**config.mk**
```make
export PLATFORM = sky130hd
export DESIGN_NAME = cfg_twowire_slave
export DESIGN_NICKNAME = d
export VERILOG_FILES = /design/src/rtl/cfgslv_pkg.sv /design/src/rtl/tw_sync.sv /design/src/rtl/tw_frame.sv /design/src/rtl/cfg_regbank.sv /design/src/rtl/cfg_twowire_slave.sv
export SDC_FILE = /design/constraint.sdc
export NUM_CORES = 1
export LEC_CHECK = 0
export ABC_AREA = 1
export BUFFER_PORTS_ARGS = -buffer_cell sky130_fd_sc_hd__buf_4
export CORE_UTILIZATION = 57
export CTS_CLUSTER_DIAMETER = 100
export DETAILED_ROUTE_END_ITERATION = 12
export GPL_TIMING_DRIVEN = 0
export PLACE_DENSITY = 0.84
export SLEW_MARGIN = 15
export SYNTH_ARGS = -nofsm -noshare
export SYNTH_HDL_FRONTEND = slang
export SYNTH_SLANG_ARGS = --single-unit
```
**constraint.sdc**
```tcl
create_clock -name clk -period 2.26 [get_ports clk]
set_clock_uncertainty 0.2 [all_clocks]
set_input_delay 0.226 -clock clk [delete_from_list [all_inputs] [get_ports clk]]
set_output_delay 0.226 -clock clk [all_outputs]
set_load 0.01 [all_outputs]
```
**src/rtl/cfgslv_pkg.sv**
```systemverilog
package cfgslv_pkg;
  typedef enum logic [1:0] {
    FS_IDLE = 2'd0,
    FS_RECV = 2'd1,
    FS_ACK  = 2'd2,
    FS_SKIP = 2'd3
  } frame_st_e;

  // Index of the first data byte in a frame (address, command, count precede it)
  localparam int FIRST_DATA_IDX = 3;
  localparam int FSEL_W         = 3;
  localparam int BYTE_W         = 8;
endpackage

```
**src/rtl/tw_sync.sv**
```systemverilog
module tw_sync #(
  parameter int          W        = 2,
  parameter logic [W-1:0] RST_VAL = '1
) (
  input  logic         clk,
  input  logic         rst_n,
  input  logic [W-1:0] d_i,
  output logic [W-1:0] q_o
);
  logic [W-1:0] meta_q;
  logic [W-1:0] sync_q;

  always_ff @(posedge clk or negedge rst_n) begin
    if (!rst_n) begin
      meta_q <= RST_VAL;
      sync_q <= RST_VAL;
    end else begin
      meta_q <= d_i;
      sync_q <= meta_q;
    end
  end

  assign q_o = sync_q;
endmodule

```
**src/rtl/tw_frame.sv**
```systemverilog
module tw_frame
  import cfgslv_pkg::*;
#(
  parameter logic [6:0] DEV_ADDR = 7'h69,
  parameter int         NUM_REGS = 3,
  parameter int         REG_W    = $clog2(NUM_REGS)
) (
  input  logic              clk,
  input  logic              rst_n,
  input  logic              scl_q,
  input  logic              sda_q,
  output logic              start_o,
  output logic              stop_o,
  output logic              sda_oe_o,
  output logic              wr_en_o,
  output logic [REG_W-1:0]  wr_idx_o,
  output logic [BYTE_W-1:0] wr_data_o
);
  localparam int          IDX_MAX   = FIRST_DATA_IDX + NUM_REGS;
  localparam int          IDX_W     = $clog2(IDX_MAX + 1);
  localparam logic [7:0]  ADDR_BYTE = {DEV_ADDR, 1'b0};

  frame_st_e          st_q, st_n;
  logic [3:0]         bit_q, bit_n;
  logic [7:0]         sh_q, sh_n;
  logic [IDX_W-1:0]   idx_q, idx_n;
  logic               oe_q, oe_n;
  logic               wr_q, wr_n;
  logic               scl_d, sda_d;
  logic               scl_rise, scl_fall;
  logic               in_bank;

  // Previous synchronized levels for edge detection
  always_ff @(posedge clk or negedge rst_n) begin
    if (!rst_n) begin
      scl_d <= 1'b1;
      sda_d <= 1'b1;
    end else begin
      scl_d <= scl_q;
      sda_d <= sda_q;
    end
  end

  assign scl_rise = scl_q & ~scl_d;
  assign scl_fall = ~scl_q & scl_d;
  assign start_o  = scl_q & scl_d & sda_d & ~sda_q;
  assign stop_o   = scl_q & scl_d & ~sda_d & sda_q;
  assign in_bank  = (idx_q >= IDX_W'(FIRST_DATA_IDX)) && (idx_q < IDX_W'(IDX_MAX));

  always_comb begin
    st_n  = st_q;
    bit_n = bit_q;
    sh_n  = sh_q;
    idx_n = idx_q;
    oe_n  = oe_q;
    wr_n  = 1'b0;
    if (start_o) begin
      st_n  = FS_RECV;
      bit_n = 4'd0;
      idx_n = '0;
      oe_n  = 1'b0;
    end else if (stop_o) begin
      st_n = FS_IDLE;
      oe_n = 1'b0;
    end else begin
      unique case (st_q)
        FS_RECV: begin
          if (scl_rise && bit_q < 4'd8) begin
            sh_n  = {sh_q[6:0], sda_q};
            bit_n = bit_q + 4'd1;
          end else if (scl_fall && bit_q == 4'd8) begin
            if (idx_q == '0 && sh_q != ADDR_BYTE) begin
              st_n = FS_SKIP;
            end else begin
              st_n = FS_ACK;
              oe_n = 1'b1;
              wr_n = in_bank;
            end
          end
        end
        FS_ACK: begin
          if (scl_fall) begin
            st_n  = FS_RECV;
            oe_n  = 1'b0;
            bit_n = 4'd0;
            if (idx_q != IDX_W'(IDX_MAX)) idx_n = idx_q + IDX_W'(1);
          end
        end
        default: ;
      endcase
    end
  end

  always_ff @(posedge clk or negedge rst_n) begin
    if (!rst_n) begin
      st_q  <= FS_IDLE;
      bit_q <= 4'd0;
      sh_q  <= 8'd0;
      idx_q <= '0;
      oe_q  <= 1'b0;
      wr_q  <= 1'b0;
    end else begin
      st_q  <= st_n;
      bit_q <= bit_n;
      sh_q  <= sh_n;
      idx_q <= idx_n;
      oe_q  <= oe_n;
      wr_q  <= wr_n;
    end
  end

  assign sda_oe_o  = oe_q;
  assign wr_en_o   = wr_q;
  assign wr_data_o = sh_q;
  assign wr_idx_o  = REG_W'(idx_q - IDX_W'(FIRST_DATA_IDX));
endmodule

```
**src/rtl/cfg_regbank.sv**
```systemverilog
module cfg_regbank
  import cfgslv_pkg::*;
#(
  parameter int                        NUM_REGS = 3,
  parameter int                        REG_W    = $clog2(NUM_REGS),
  parameter logic [8*NUM_REGS-1:0]     DEFAULTS = {8'h00, 8'h00, 8'h0B}
) (
  input  logic                      clk,
  input  logic                      rst_n,
  input  logic                      wr_en_i,
  input  logic [REG_W-1:0]          wr_idx_i,
  input  logic [BYTE_W-1:0]         wr_data_i,
  output logic [BYTE_W*NUM_REGS-1:0] regs_o
);
  for (genvar i = 0; i < NUM_REGS; i++) begin : g_reg
    logic [BYTE_W-1:0] r_q;
    logic              hit;

    assign hit = wr_en_i && (wr_idx_i == REG_W'(i));

    always_ff @(posedge clk or negedge rst_n) begin
      if (!rst_n) r_q <= DEFAULTS[BYTE_W*i +: BYTE_W];
      else if (hit) r_q <= wr_data_i;
    end

    assign regs_o[BYTE_W*i +: BYTE_W] = r_q;
  end
endmodule

```
**src/rtl/cfg_twowire_slave.sv**
```systemverilog
module cfg_twowire_slave
  import cfgslv_pkg::*;
#(
  parameter logic [6:0]            DEV_ADDR = 7'h69,
  parameter int                    NUM_REGS = 3,
  parameter logic [8*NUM_REGS-1:0] DEFAULTS = {8'h00, 8'h00, 8'h0B}
) (
  input  logic                         clk,
  input  logic                         rst_n,
  input  logic                         scl_i,
  input  logic                         sda_i,
  output logic                         sda_oe_o,
  output logic [FSEL_W-1:0]            freq_sel_o,
  output logic                         spread_en_o,
  output logic                         tristate_o,
  output logic [8*(NUM_REGS-1)-1:0]    out_dis_o
);
  localparam int REG_W = $clog2(NUM_REGS);
  localparam int BANK_W = BYTE_W * NUM_REGS;

  logic              rst_meta_q, rst_sync_n;
  logic [1:0]        bus_q;
  logic              scl_q, sda_q;
  logic              start_det, stop_det;
  logic              wr_en;
  logic [REG_W-1:0]  wr_idx;
  logic [BYTE_W-1:0] wr_data;
  logic [BANK_W-1:0] cfg_flat;

  // Reset asserts at once, releases on a clock edge
  always_ff @(posedge clk or negedge rst_n) begin
    if (!rst_n) begin
      rst_meta_q <= 1'b0;
      rst_sync_n <= 1'b0;
    end else begin
      rst_meta_q <= 1'b1;
      rst_sync_n <= rst_meta_q;
    end
  end

  tw_sync #(.W(2), .RST_VAL(2'b11)) u_sync (
    .clk   (clk),
    .rst_n (rst_sync_n),
    .d_i   ({scl_i, sda_i}),
    .q_o   (bus_q)
  );

  assign scl_q = bus_q[1];
  assign sda_q = bus_q[0];

  tw_frame #(.DEV_ADDR(DEV_ADDR), .NUM_REGS(NUM_REGS), .REG_W(REG_W)) u_frame (
    .clk       (clk),
    .rst_n     (rst_sync_n),
    .scl_q     (scl_q),
    .sda_q     (sda_q),
    .start_o   (start_det),
    .stop_o    (stop_det),
    .sda_oe_o  (sda_oe_o),
    .wr_en_o   (wr_en),
    .wr_idx_o  (wr_idx),
    .wr_data_o (wr_data)
  );

  cfg_regbank #(.NUM_REGS(NUM_REGS), .REG_W(REG_W), .DEFAULTS(DEFAULTS)) u_bank (
    .clk       (clk),
    .rst_n     (rst_sync_n),
    .wr_en_i   (wr_en),
    .wr_idx_i  (wr_idx),
    .wr_data_i (wr_data),
    .regs_o    (cfg_flat)
  );

  assign freq_sel_o  = cfg_flat[FSEL_W-1:0];
  assign spread_en_o = cfg_flat[3];
  assign tristate_o  = cfg_flat[4];
  assign out_dis_o   = cfg_flat[BANK_W-1:BYTE_W];
endmodule

```
Word level (Yosys, flattened, before mapping)
Cells that the tools add are included.
- equal/unequal tests: 14
- add/sub/neg operators: 3
- magnitude comparators: 3
- bitwise gates (word level): 13
- reduce and logical (&&, ||, !) cells: 19
- mux-type cells: 30
- operators with widths (operator ; count):
    $mux W4 ; 4
    $reduce_and A4 Y1 ; 4
    $mux W3 ; 5
    $mux W1 ; 13
    $mux W2 ; 5
    $ne A4 B3 Y1 const B ; 2
    $ne A4 B4 Y1 const B ; 2
    $ne A8 B8 Y1 const B ; 1
    $pmux W4 S2 ; 1
    $and A1 B1 Y1 ; 7
    $logic_and A1 B1 Y1 ; 7
    $ne A3 B2 Y1 const B ; 2
    $not A1 Y1 ; 6
    $reduce_bool A2 Y1 ; 3
    $reduce_and A5 Y1 ; 1
    $add A4 B1 Y4 const B ; 1
    $eq A2 B1 Y1 const B ; 2
    $eq A2 B2 Y1 const B ; 2
    $eq A4 B4 Y1 const B ; 1
    $lt A4 B4 Y1 const B ; 1
    $pmux W2 S2 ; 1
    $reduce_bool A4 Y1 ; 1
    $add A3 B1 Y3 const B ; 1
    $ge A3 B2 Y1 const B ; 1
    other kinds (8) ; 8
- register bits after elaboration: 48
- word-level logic and storage cells: 97
- input port bits: 4

Logic depth before layout (Yosys ltp)
Gate-level depths: netlist of run 1.
- depth in word-level cells: 8
- depth in mapped cells: 11
- depth with buffers taken out: 11

Hierarchy
Synthesis of run 1 repeated with hierarchy kept, for this count alone.
- cell total of the unflattened synthesis: 260
- area total of the unflattened synthesis: 2399.8 µm²
- by module, submodules not included (module ; cells an instance ; times used ; sequential area each (µm²) ; area an instance (µm²)):
    tw_frame ; 146 ; 1 ; 528.0 ; 1186.1
    cfg_regbank ; 107 ; 1 ; 604.3 ; 1054.8
    tw_sync ; 4 ; 1 ; 105.1 ; 105.1
    cfg_twowire_slave ; 3 ; 1 ; 50.0 ; 53.8

Worst setup path after synthesis of run 1
Ideal clock, no wire load.
- kind: register -> register
- start: register u_sync.sync_q[0], in the netlist u_sync.q_o[0]
- end: register u_frame.oe_q, in the netlist u_frame.sda_oe_o
- library setup time: 117 ps
- setup slack: 784 ps
- path buffers: 0
- arrival: 1159 ps
- required time: 1943 ps
- stages on the path, launching flop included: 10
- clock period less this slack: 1476 ps
- path through: dfstp_2 inv_1 nor2_1 nand2_4 nand2_2 inv_2 nand2_4 nand2_1 nand2_1 nand2_1
- cells in the longest elaborated chain, start to end: 4
- elaborated cells between the ends (all ways): 11
- classes of those cells: eq/ne: 4; mux: 2; bitwise: 3; reduce/logical: 2
- RTL lines (item ; RTL line ; text):
    start, declared ; tw_sync.sv:11 ; logic [W-1:0] sync_q;
    start signal, assigned ; tw_sync.sv:19 ; sync_q <= meta_q;
    $not A1 Y1 ; tw_frame.sv:46 ; assign start_o = scl_q & scl_d & sda_d & ~sda_q;
    $and A1 B1 Y1 ; tw_frame.sv:46 ;
    $ne A4 B3 Y1 (no source line), or another cell as far along ; - ;
    $reduce_and A5 Y1 (no source line) ; - ;
    end signal, assigned ; tw_frame.sv:107 ; oe_q <= oe_n;
    end, declared ; tw_frame.sv:27 ; logic oe_q, oe_n;
Parallel ways exist; a longest one is shown, timed or not.
A chain may end at the register's enable or synchronous reset.

Final worst setup path of run 1
- start: register u_frame.idx_q[0]
- end: register u_bank.g_reg[1].r_q[6]
- cells in the longest elaborated chain, start to end: 3
- RTL lines (item ; RTL line ; text):
    start, declared ; tw_frame.sv:26 ; logic [IDX_W-1:0] idx_q, idx_n;
    start signal, assigned ; tw_frame.sv:106 ; idx_q <= idx_n;
    $sub A2 B2 Y2 ; tw_frame.sv:115 ; assign wr_idx_o = REG_W'(idx_q - IDX_W'(FIRST_DATA_IDX));
    $eq A2 B1 Y1 ; cfg_regbank.sv:19 ; assign hit = wr_en_i && (wr_idx_i == REG_W'(i));
    $logic_and A1 B1 Y1 ; cfg_regbank.sv:19 ;
    end signal, assigned ; cfg_regbank.sv:22 ; if (!rst_n) r_q <= DEFAULTS[BYTE_W*i +: BYTE_W];
    end signal, assigned ; cfg_regbank.sv:23 ; else if (hit) r_q <= wr_data_i;
    end, declared ; cfg_regbank.sv:16 ; logic [BYTE_W-1:0] r_q;
No other way between the ends.

==> reports/results.txt, run 1 <==
status: completed
Worst Path Max Fanout: 10
DR top layer: met4
Fmax achieved: 570 MHz
I/O pin cnt: 26
met3 wire len: 143 um
Tcrit/Tclk final: 0.777
Register-to-Register Path Depth: 6
placed cells: 296
max-cap viol count: 0
sequential area share after synthesis: 0.566
total gr overflow: 0
Via density: 5.12
pwr/cell area: 1020 mW/mm^2
Critical Path AT: 1770 ps
Syn Nets: 237
Synth area leader: dfrtp_1
Post-synth ARST share: 1.00
Synth top area share: 0.456
DRC viols: 0
routed wl met2: 1.90 mm
Cell Area, Synth: 0.00214 sq mm
RD Place Congestion: 0.857
Worst Setup Start Kind: flop
CTS buffer count: 5
Mapped Cells: 224
Root Driver: clkbuf_8
drt first pass iters: 4
TNS Setup: 0 ps
# H-tree levels: 2
Sink Count: 48
Total Routing Usage GR: 0.234
top-count cell post-synth: nand2_1
total die area: 0.00400 sq mm
met1 wire length: 1.75 mm
Vias: 1571
core area: 0.00347 sq mm
Worst-path clk slew: 90 ps
Final Hold Vio Count: 0
Longest Clk Path Bufs: 2
slowest stage cell, crit path: dfrtp_1
Max Slew Vio Count: 0
DR iter-0 viols: 73
Yosys warning total: 0
Post-synth top flop: dfrtp_1
post-DP HPWL: 2.80 mm
drt total wl: 3.84 mm
Rows: 21
largest net degree at the start of global routing: 27
IO Port Bufs: 25
drt wl/cell: 12.5 um
vias in the first global route: 1604
number of antenna violations at the first check in global routing: 0
Finish-stage setup viols: 0
Static Leakage: 1.25 nW
CTS tree: done
Starting Density: 0.617
cell mode on critical path: nand2_1
CP peak stage delay: 460 ps
Final Net Count: 273
Layout area overhead: 18.3%
non-filler cells in the finished layout: 307
maximum VDD drop: 0.000656 V
Req. time, crit path: 2280 ps
first-pass GRT wire length: 6.97 mm
DIE WIDTH: 63.3 um
kind of critical path: reg2reg
Post-synth EDFFs: 0
Final min period: 1760 ps
RSZ-0062 raised after global routing: no
Worst-Skew Late Latency: 310 ps
critical path capture point type: flop
layout cell share with drive strength beyond 1: 0.276
synth cell count leaders: nand2_1 (65), dfrtp_1 (39), o21ai_0 (23)
Distinct cells, synth: 29
largest cells by area after synthesis: dfrtp_1 (46%), nand2_1 (11%), dfstp_2 (11%)
# diodes: 0
crit path cell chain: inv_1, ha_1, nand2_1, clkbuf_1, nand2_1, o21ai_0
flops & latches, synth: 48
chip height: 63.3 um
Final ANT Viol Nets: 0
worst min-delay path category: reg2async
average size of a mapped cell: 9.56 sq um
## stage by stage
stage               setup slack (ps)  total power, mW  area [sq um]  hold WS [ps]  utilization
floorplan                        641             1.85          2140          -270            -
global route                     315             2.80          2530          24.6        0.730
CTS                              498             2.59          2530          22.7        0.730
global placement                 170             2.02          2390          -191        0.688
finish                           504             2.57          2530          10.7        0.730
detailed placement               533             2.06          2410          -190        0.694
## registers in the layout (all words and copies together), names as in the netlist
name and count:
u_frame.st_q 2, u_frame.sda_d 1, u_frame.wr_data_o 8, u_sync.q_o 2, u_frame.idx_q 3, u_sync.meta_q 2
rst_meta_q 1, u_frame.scl_d 1, u_frame.bit_q 4, u_bank.g.r_q 21, u_frame.wr_en_o 1, rst_sync_n 1
u_frame.sda_oe_o 1
## cells by family (layout without fill, tap and decap cells)
logic type      count (synthesis)  after routing  share of synthesized area
xor+xnor                        1              1                    0.00409
buf+inv                        29             66                     0.0549
flops                          48             48                      0.566
simple gates                   98             98                      0.212
other cells                     1              1                    0.00175
compound gates                 38             38                      0.109
fa+ha+maj                       9              9                     0.0526
## worst max-delay path, delay by kind of cell (launching register included)
kind | cells | cell delay [ps]
and+or+nand+nor | 2 | 280
buffers and inverters | 2 | 420
AOI/OAI and AO/OA | 1 | 90
DFF | 1 | 460
adders and majority gates | 1 | 210
## path summary, 6_finish.rpt
| path | start | end | slack [ps] |
|---|---|---|---|
| max in group asynchronous | rst_sync_n | u_sync.meta_q[0] | 1270 |
| hold / removal | rst_sync_n | u_frame.wr_data_o[5] | 10 |
| setup / recovery | u_frame.idx_q[0] | u_bank.g_reg[1].r_q[6] | 500 |
| hold reg to reg | rst_sync_n | u_frame.wr_data_o[5] | 10 |
| setup reg to reg | u_frame.idx_q[0] | u_bank.g_reg[1].r_q[6] | 500 |
| min in group clk | rst_meta_q | rst_sync_n | 150 |
## placed cells by master, fill, tap and decap left out, types with 4 or more instances in the layout
cell and instances:
dfstp_2 9, nand2_1 65, buf_4 25, dfrtp_1 38
nand2_2 4, clkbuf_8 6, nand3_1 9, nand2_4 4
inv_1 22, ha_1 9, o21ai_0 23, o21ai_2 10
nor2_1 8
## report_power, final
part | leakage (nW) | switching [mW] | total, mW | internal [mW]
registers | 0.617 | 0.129 | 1.14 | 1.01
clock network | 0.0484 | 0.277 | 0.527 | 0.251
logic | 0.587 | 0.574 | 0.908 | 0.335
## per-layer routing
metal  up-vias  global-route usage
met2        24               0.382
met5         -                   0
met4         0              0.0767
met3         4              0.0707
li1        787                   -
met1       756               0.299
## area by class of cell
type,instances,area [sq um]
Multi-Input combinational cell,147,811
Tap cell,46,57.6
Clock buffer,7,86.3
Sequential cell,48,1210
Fill cell,265,936
Buffer,3,18.8
Inverter,26,98.8
Timing Repair Buffer,29,238
Clock inverter,1,8.76
## repair_timing
action / in CTS / in global routing
hold buffers: 3 / 0
endpoints found under the hold margin: 4 / 0
buffers inserted: 0 / 0
resized for setup: 0 / 0
Power figures use the tool's default switching activity.
==> inputs of run 2 (changes only) <==
--- a/config.mk
+++ b/config.mk
@@ -7,11 +7,11 @@
 export LEC_CHECK = 0
 export ABC_AREA = 1
 export BUFFER_PORTS_ARGS = -buffer_cell sky130_fd_sc_hd__buf_4
-export CORE_UTILIZATION = 57
+export CORE_UTILIZATION = 51
 export CTS_CLUSTER_DIAMETER = 100
 export DETAILED_ROUTE_END_ITERATION = 12
 export GPL_TIMING_DRIVEN = 0
-export PLACE_DENSITY = 0.84
+export PLACE_DENSITY = 0.8
 export SLEW_MARGIN = 15
 export SYNTH_ARGS = -nofsm -noshare
 export SYNTH_HDL_FRONTEND = slang
==> constraint.sdc (replaced) <==
create_clock -name clk -period 1.4 [get_ports clk]
set_clock_uncertainty 0.2 [all_clocks]
set_input_delay 0.14 -clock clk [delete_from_list [all_inputs] [get_ports clk]]
set_output_delay 0.14 -clock clk [all_outputs]
set_load 0.01 [all_outputs]
==> run 2 against run 1 <==
Net effect:
- via count increased by 7.3%
- critical endpoint is now u_frame.bit_q[3]
- design area up 17%
- utilization increased by 0.74 points
- count of clock-buffer cells in the layout shrank 1
- highest routed layer unchanged
- critical path depth grew 3
- non-clock buffer count increased by 20
- wire length is 27% higher
- the flow now finishes with violations (setup timing)
==> reports/results.txt, run 2 (synthesized netlist as in run 1, its figures left out) <==
status: finished, violations left
failing checks: setup timing
post-DP HPWL: 2.68 mm (-4.4%)
# diodes: 0 (unchanged)
layout cell share with drive strength beyond 1: 0.495 (+0.219)
critical path capture point type: flop
maximum VDD drop: 0.00128 V (+95%)
DIE WIDTH: 66.8 um (+5.5%)
Via density: 5.09 (-0.52%)
most common cell after layout, fill and taps aside: nand2_1
CTS tree: done
largest reg by FF count: u_bank.g.r_q
# H-tree levels: 2 (unchanged)
Fmax achieved: 622 MHz (+9.3%)
Vias: 1685 (+7.3%)
Slew HR: 0.609
Max Slew Vio Count: 0 (unchanged)
Final Net Count: 293 (+7.3%)
DR iter-0 viols: 99 (+36%)
drt total wl: 4.86 mm (+27%)
total die area: 0.00446 sq mm (+11%)
Worst Setup Start Kind: flop
max FFs per register: 21 (unchanged)
vias in the first global route: 1512 (-5.7%)
Rows: 23 (+9.5%)
worst min-delay path category: reg2async
Final Hold Vio Count: 0 (unchanged)
utilization after layout: 0.738 (+0.00742)
total gr overflow: 0 (unchanged)
most frequent cells in the layout: nand2_1 (45), buf_4 (37), dfrtp_1 (37)
chip height: 66.8 um (+5.5%)
non-filler cells in the finished layout: 331 (+7.8%)
Longest Clk Path Bufs: 2 (unchanged)
Critical Path AT: 1600 ps (-170 ps)
Finish-stage setup viols: 28 (+28)
Layout area overhead: 38.8%
drt wl/cell: 14.7 um (+17%)
Setup WS post-layout: -207 ps (-711 ps)
Worst-Skew Late Latency: 300 ps (about the same)
CTS buffer count: 5 (unchanged)
drt first pass iters: 4 (unchanged)
RSZ-0062 raised after global routing: yes
kind of critical path: reg2reg
Req. time, crit path: 1390 ps (-890 ps)
Final ANT Viol Nets: 0 (unchanged)
Root Driver: clkbuf_8
max-cap viol count: 0 (unchanged)
fillers: 261 (-1.5%)
IO Port Bufs: 25 (unchanged)
largest net degree at the start of global routing: 47 (+74%)
DRC viols: 0 (unchanged)
RD Place Congestion: 0.840 (-1.9%)
first-pass GRT wire length: 6.71 mm (-3.7%)
Total Routing Usage GR: 0.209 (-0.0259)
Static Leakage: 1.41 nW (+13%)
core area: 0.00403 sq mm (+16%)
I/O pin cnt: 26 (unchanged)
Worst Path Max Fanout: 7 (-3)
Sink Count: 48 (unchanged)
Worst-path clk slew: 100 ps (about the same)
placed cells: 299 (+1.0%)
number of antenna violations at the first check in global routing: 0 (unchanged)
Starting Density: 0.531 (-0.0859)
Slew @ Worst Pin: 586 ps
total power: 4.88 mW (+90%)
Tcrit/Tclk final: 1.15 (+0.371)
pwr/cell area: 1640 mW/mm^2 (+62%)
Final min period: 1610 ps (-149 ps)
run 2: cell types whose count changed in the layout (fill, tap and decap cells not counted), sizes merged:
cell         before  now
buf              27   46
clkinvlp          0    2
dlygate4sd3       3    4
clkbuf            9    8
clkinv            2    1
run 2: path summary, 6_finish.rpt:
| kind | cells past startpoint | to | slack (ps) | start |
|---|---|---|---|---|
| worst max register to register | 9 | u_frame.bit_q[3] | -210 | u_sync.q_o[1] |
| worst max-delay path | 9 | u_frame.bit_q[3] | -210 | u_sync.q_o[1] |
| worst min-delay path | 0 | u_bank.g_reg[1].r_q[0] | 140 | rst_sync_n |
| worst min register to register | 0 | u_bank.g_reg[1].r_q[0] | 140 | rst_sync_n |
| max in group asynchronous | 3 | rst_sync_n | 380 | rst_n |
| min in group clk | 0 | u_sync.q_o[0] | 160 | u_sync.meta_q[0] |
run 2: power breakdown:
group | total, mW | internal, mW | switching, mW
combinational | 2.12 | 0.909 | 1.21
sequential | 1.89 | 1.63 | 0.255
clock | 0.880 | 0.400 | 0.479
run 2: critical path: stages, from the launching register on:
cell	delay, ps
dfstp_2	600
inv_2	80
nor2_4	100
nand2_2	80
nand2_2	80
nand2_2	70
nand2_4	90
nand2_8	80
nand2_1	60
nand2_1	50
run 2: metal layers:
metal | up-vias | wire length (um) | part of all wire | global-route usage
li1 | 824 | - | - | -
met1 | 826 | 2100 | 0.43 | 0.260
met2 | 26 | 2580 | 0.53 | 0.342
met3 | 9 | 106 | 0.022 | 0.0428
met4 | 0 | 82 | 0.017 | 0.101
met5 | - | 0 | 0 | 0
run 2: per-stage QoR:
| step | hold WS, ps | area [sq um] | worst slack, ps | TNS [ps] |
|---|---|---|---|---|
| after detailed placement | -276 | 2410 | -225 | -4750 |
| after global routing | 163 | 2970 | -265 | -5450 |
| after CTS | 162 | 2720 | -155 | -1710 |
| after global placement | -277 | 2410 | -177 | -3950 |
| final | 142 | 2970 | -207 | -3210 |
| after floorplan | -356 | 2160 | -52.6 | -271 |
run 2: area by class of cell:
class	count	area, sq um	share of cell area
Clock buffer	6	82.6	0.0278
Sequential cell	48	1220	0.410
Buffer	3	45.0	0.0152
Multi-Input combinational cell	147	1000	0.338
Clock inverter	2	15.0	0.00505
Tap cell	50	62.6	0.0211
Inverter	26	101	0.0341
Timing Repair Buffer	49	444	0.149
run 2: what timing repair did:
action / CTS / global route
resized for setup: 31 / 49
buffers inserted: 9 / 9
hold endpoints to repair: 4 / 0
endpoints found under the setup margin: 35 / 72
gates cloned: 0 / 2
pin swaps: 5 / 4
hold buffers: 4 / 0
==> inputs of run 3 (changes only) <==
--- a/config.mk
+++ b/config.mk
@@ -7,11 +7,13 @@
 export LEC_CHECK = 0
 export ABC_AREA = 1
 export BUFFER_PORTS_ARGS = -buffer_cell sky130_fd_sc_hd__buf_4
+export CAP_MARGIN = 20
 export CORE_UTILIZATION = 51
 export CTS_CLUSTER_DIAMETER = 100
 export DETAILED_ROUTE_END_ITERATION = 12
 export GPL_TIMING_DRIVEN = 0
 export PLACE_DENSITY = 0.8
+export SKIP_CTS_REPAIR_TIMING = 1
 export SLEW_MARGIN = 15
 export SYNTH_ARGS = -nofsm -noshare
 export SYNTH_HDL_FRONTEND = slang
==> run 3 against run 2 <==
Net effect:
- the run ends with hold timing, setup timing left
- total power shrank 1.8%
- first-iteration DRC count is 15% lower
- non-clock buffer count decreased by 8
- clock power about the same
- count of clock-buffer cells in the layout stayed put
==> reports/results.txt, run 3 (synthesized netlist as in run 1, its figures left out) <==
sequential share of power: 0.386 (about the same)
Total Routing Usage GR: 0.193 (-0.0158)
max FFs per register: 21 (unchanged)
Critical Path AT: 1570 ps (-30 ps)
status: finished, violations left
FF-to-FF Start: u_frame.scl_d
DR iter-0 viols: 84 (-15%)
failing checks: hold timing, setup timing
CTS tree: done
largest reg by FF count: u_bank.g.r_q
Net Sw Power: 1.88 mW (-2.9%)
most common cell after layout, fill and taps aside: nand2_1
I/O pin cnt: 26 (unchanged)
vias in the first global route: 1395 (-7.7%)
critical path capture point type: flop
number of antenna violations at the first check in global routing: 0 (unchanged)
core area: 0.00403 sq mm (unchanged)
Worst Path Max Fanout: 7 (unchanged)
largest net degree at the start of global routing: 47 (unchanged)
drt first pass iters: 4 (unchanged)
slowest stage cell, crit path: dfstp_2
Tcrit/Tclk final: 1.12 (-0.0289)
Root Driver: clkbuf_8
Final Hold Vio Count: 15 (+15)
Vias: 1624 (-3.6%)
Layout area overhead: 31.5%
hold_ws: -7.90 ps (-150 ps)
Finish-stage setup viols: 20 (-29%)
first-pass GRT wire length: 6.21 mm (-7.5%)
DIE WIDTH: 66.8 um (unchanged)
internal power: 2.91 mW (-1.0%)
worst setup path startpoint: u_frame.scl_d
reg-to-reg endpoint: u_frame.bit_q[0]
Setup WS post-layout: -166 ps (+40.5 ps)
IO Port Bufs: 25 (unchanged)
part of the power in the clock network: 0.184 (+0.004)
drt total wl: 4.21 mm (-13%)
Final Net Count: 285 (-2.7%)
# H-tree levels: 2 (unchanged)
Fmax achieved: 638 MHz (+2.6%)
Longest Clk Path Bufs: 2 (unchanged)
Worst-Skew Late Latency: 300 ps (about the same)
Rows: 23 (unchanged)
RD Place Congestion: 0.840 (unchanged)
chip height: 66.8 um (unchanged)
Register-to-Register Path Depth: 7 (-2)
Worst-path clk slew: 90 ps (about the same)
most frequent cells in the layout: nand2_1 (55), dfrtp_1 (37), buf_4 (34)
sw frac: 0.393 (-0.00469)
DRC viols: 0 (unchanged)
Static Leakage: 1.34 nW (-4.9%)
Req. time, crit path: 1400 ps (about the same)
maximum VDD drop: 0.00139 V (+8.4%)
total gr overflow: 0 (unchanged)
drt wl/cell: 13.0 um (-11%)
Final ANT Viol Nets: 0 (unchanged)
RSZ-0062 raised after global routing: yes
Comb power frac: 0.430 (-0.004)
r2r setup slk: -170 ps (+40 ps)
# diodes: 0 (unchanged)
TNS Setup: -1850 ps (+1360 ps)
utilization after layout: 0.699 (-0.0388)
max-cap viol count: 0 (unchanged)
cell mode on critical path: nand2_2
CTS buffer count: 5 (unchanged)
worst min-delay path category: reg2async
Max Slew Vio Count: 0 (unchanged)
pwr/cell area: 1700 mW/mm^2 (+3.7%)
layout cell share with drive strength beyond 1: 0.418 (-0.0771)
Worst Setup Start Kind: flop
CP peak stage delay: 590 ps (about the same)
total die area: 0.00446 sq mm (unchanged)
post-DP HPWL: 2.68 mm (unchanged)
Starting Density: 0.531 (unchanged)
Sink Count: 48 (unchanged)
Via density: 5.03 (-1.2%)
Final min period: 1570 ps (-40.5 ps)
crit path cell chain: nand2_1, a21oi_4, nand2_2, nand2_4, nand2_8, nand2_2, o21ai_2
kind of critical path: reg2reg
==> run 3: area by class of cell <==
type | count | area [sq um]
Clock inverter | 2 | 15.0
Timing Repair Buffer | 41 | 347
Inverter | 26 | 98.8
Fill cell | 296 | 1210
Tap cell | 50 | 62.6
Multi-Input combinational cell | 147 | 957
Sequential cell | 48 | 1210
Clock buffer | 6 | 82.6
Buffer | 3 | 37.5
==> run 3: metal layers <==
layer,part of all wire,track usage
met5,0,0
met1,0.45,0.248
met4,0.024,0.104
met2,0.50,0.302
met3,0.024,0.0411
==> run 3: worst max-delay path: cells and delay by family, from the launching register on <==
kind | cells | cell delay, ps
DFF | 1 | 590
and+or+nand+nor | 5 | 450
AOI/OAI and AO/OA | 2 | 230
==> run 3: worst max-delay path by stage <==
stage,endpoint,slack [ps],cells after the start
CTS,u_bank.g_reg[1].r_q[0],-240,5
detailed placement,u_bank.g_reg[1].r_q[0],-230,5
global route,u_frame.bit_q[1],-230,7
finish,u_frame.bit_q[0],-170,7
global placement,u_bank.g_reg[1].r_q[3],-180,5
floorplan,u_frame.sda_oe_o,-50,7
==> run 3: power groups by stage <==
stage	clock network, mW	registers, mW	logic (mW)
floorplan	0	1.84	1.22
global placement	0	1.87	1.47
detailed placement	0	1.88	1.51
CTS	0.897	1.85	1.51
global route	0.944	1.88	2.31
finish	0.881	1.85	2.06
==> run 3: through the flow <==
stage	setup slack, ps	hold slack [ps]	cells	area (sq um)	total power, mW
floorplan	-52.6	-356	224	2160	3.05
global placement	-177	-277	299	2410	3.34
detailed placement	-225	-276	299	2410	3.39
CTS	-236	-613	307	2510	4.26
global route	-230	24.5	323	2820	5.13
finish	-166	-7.90	323	2820	4.80
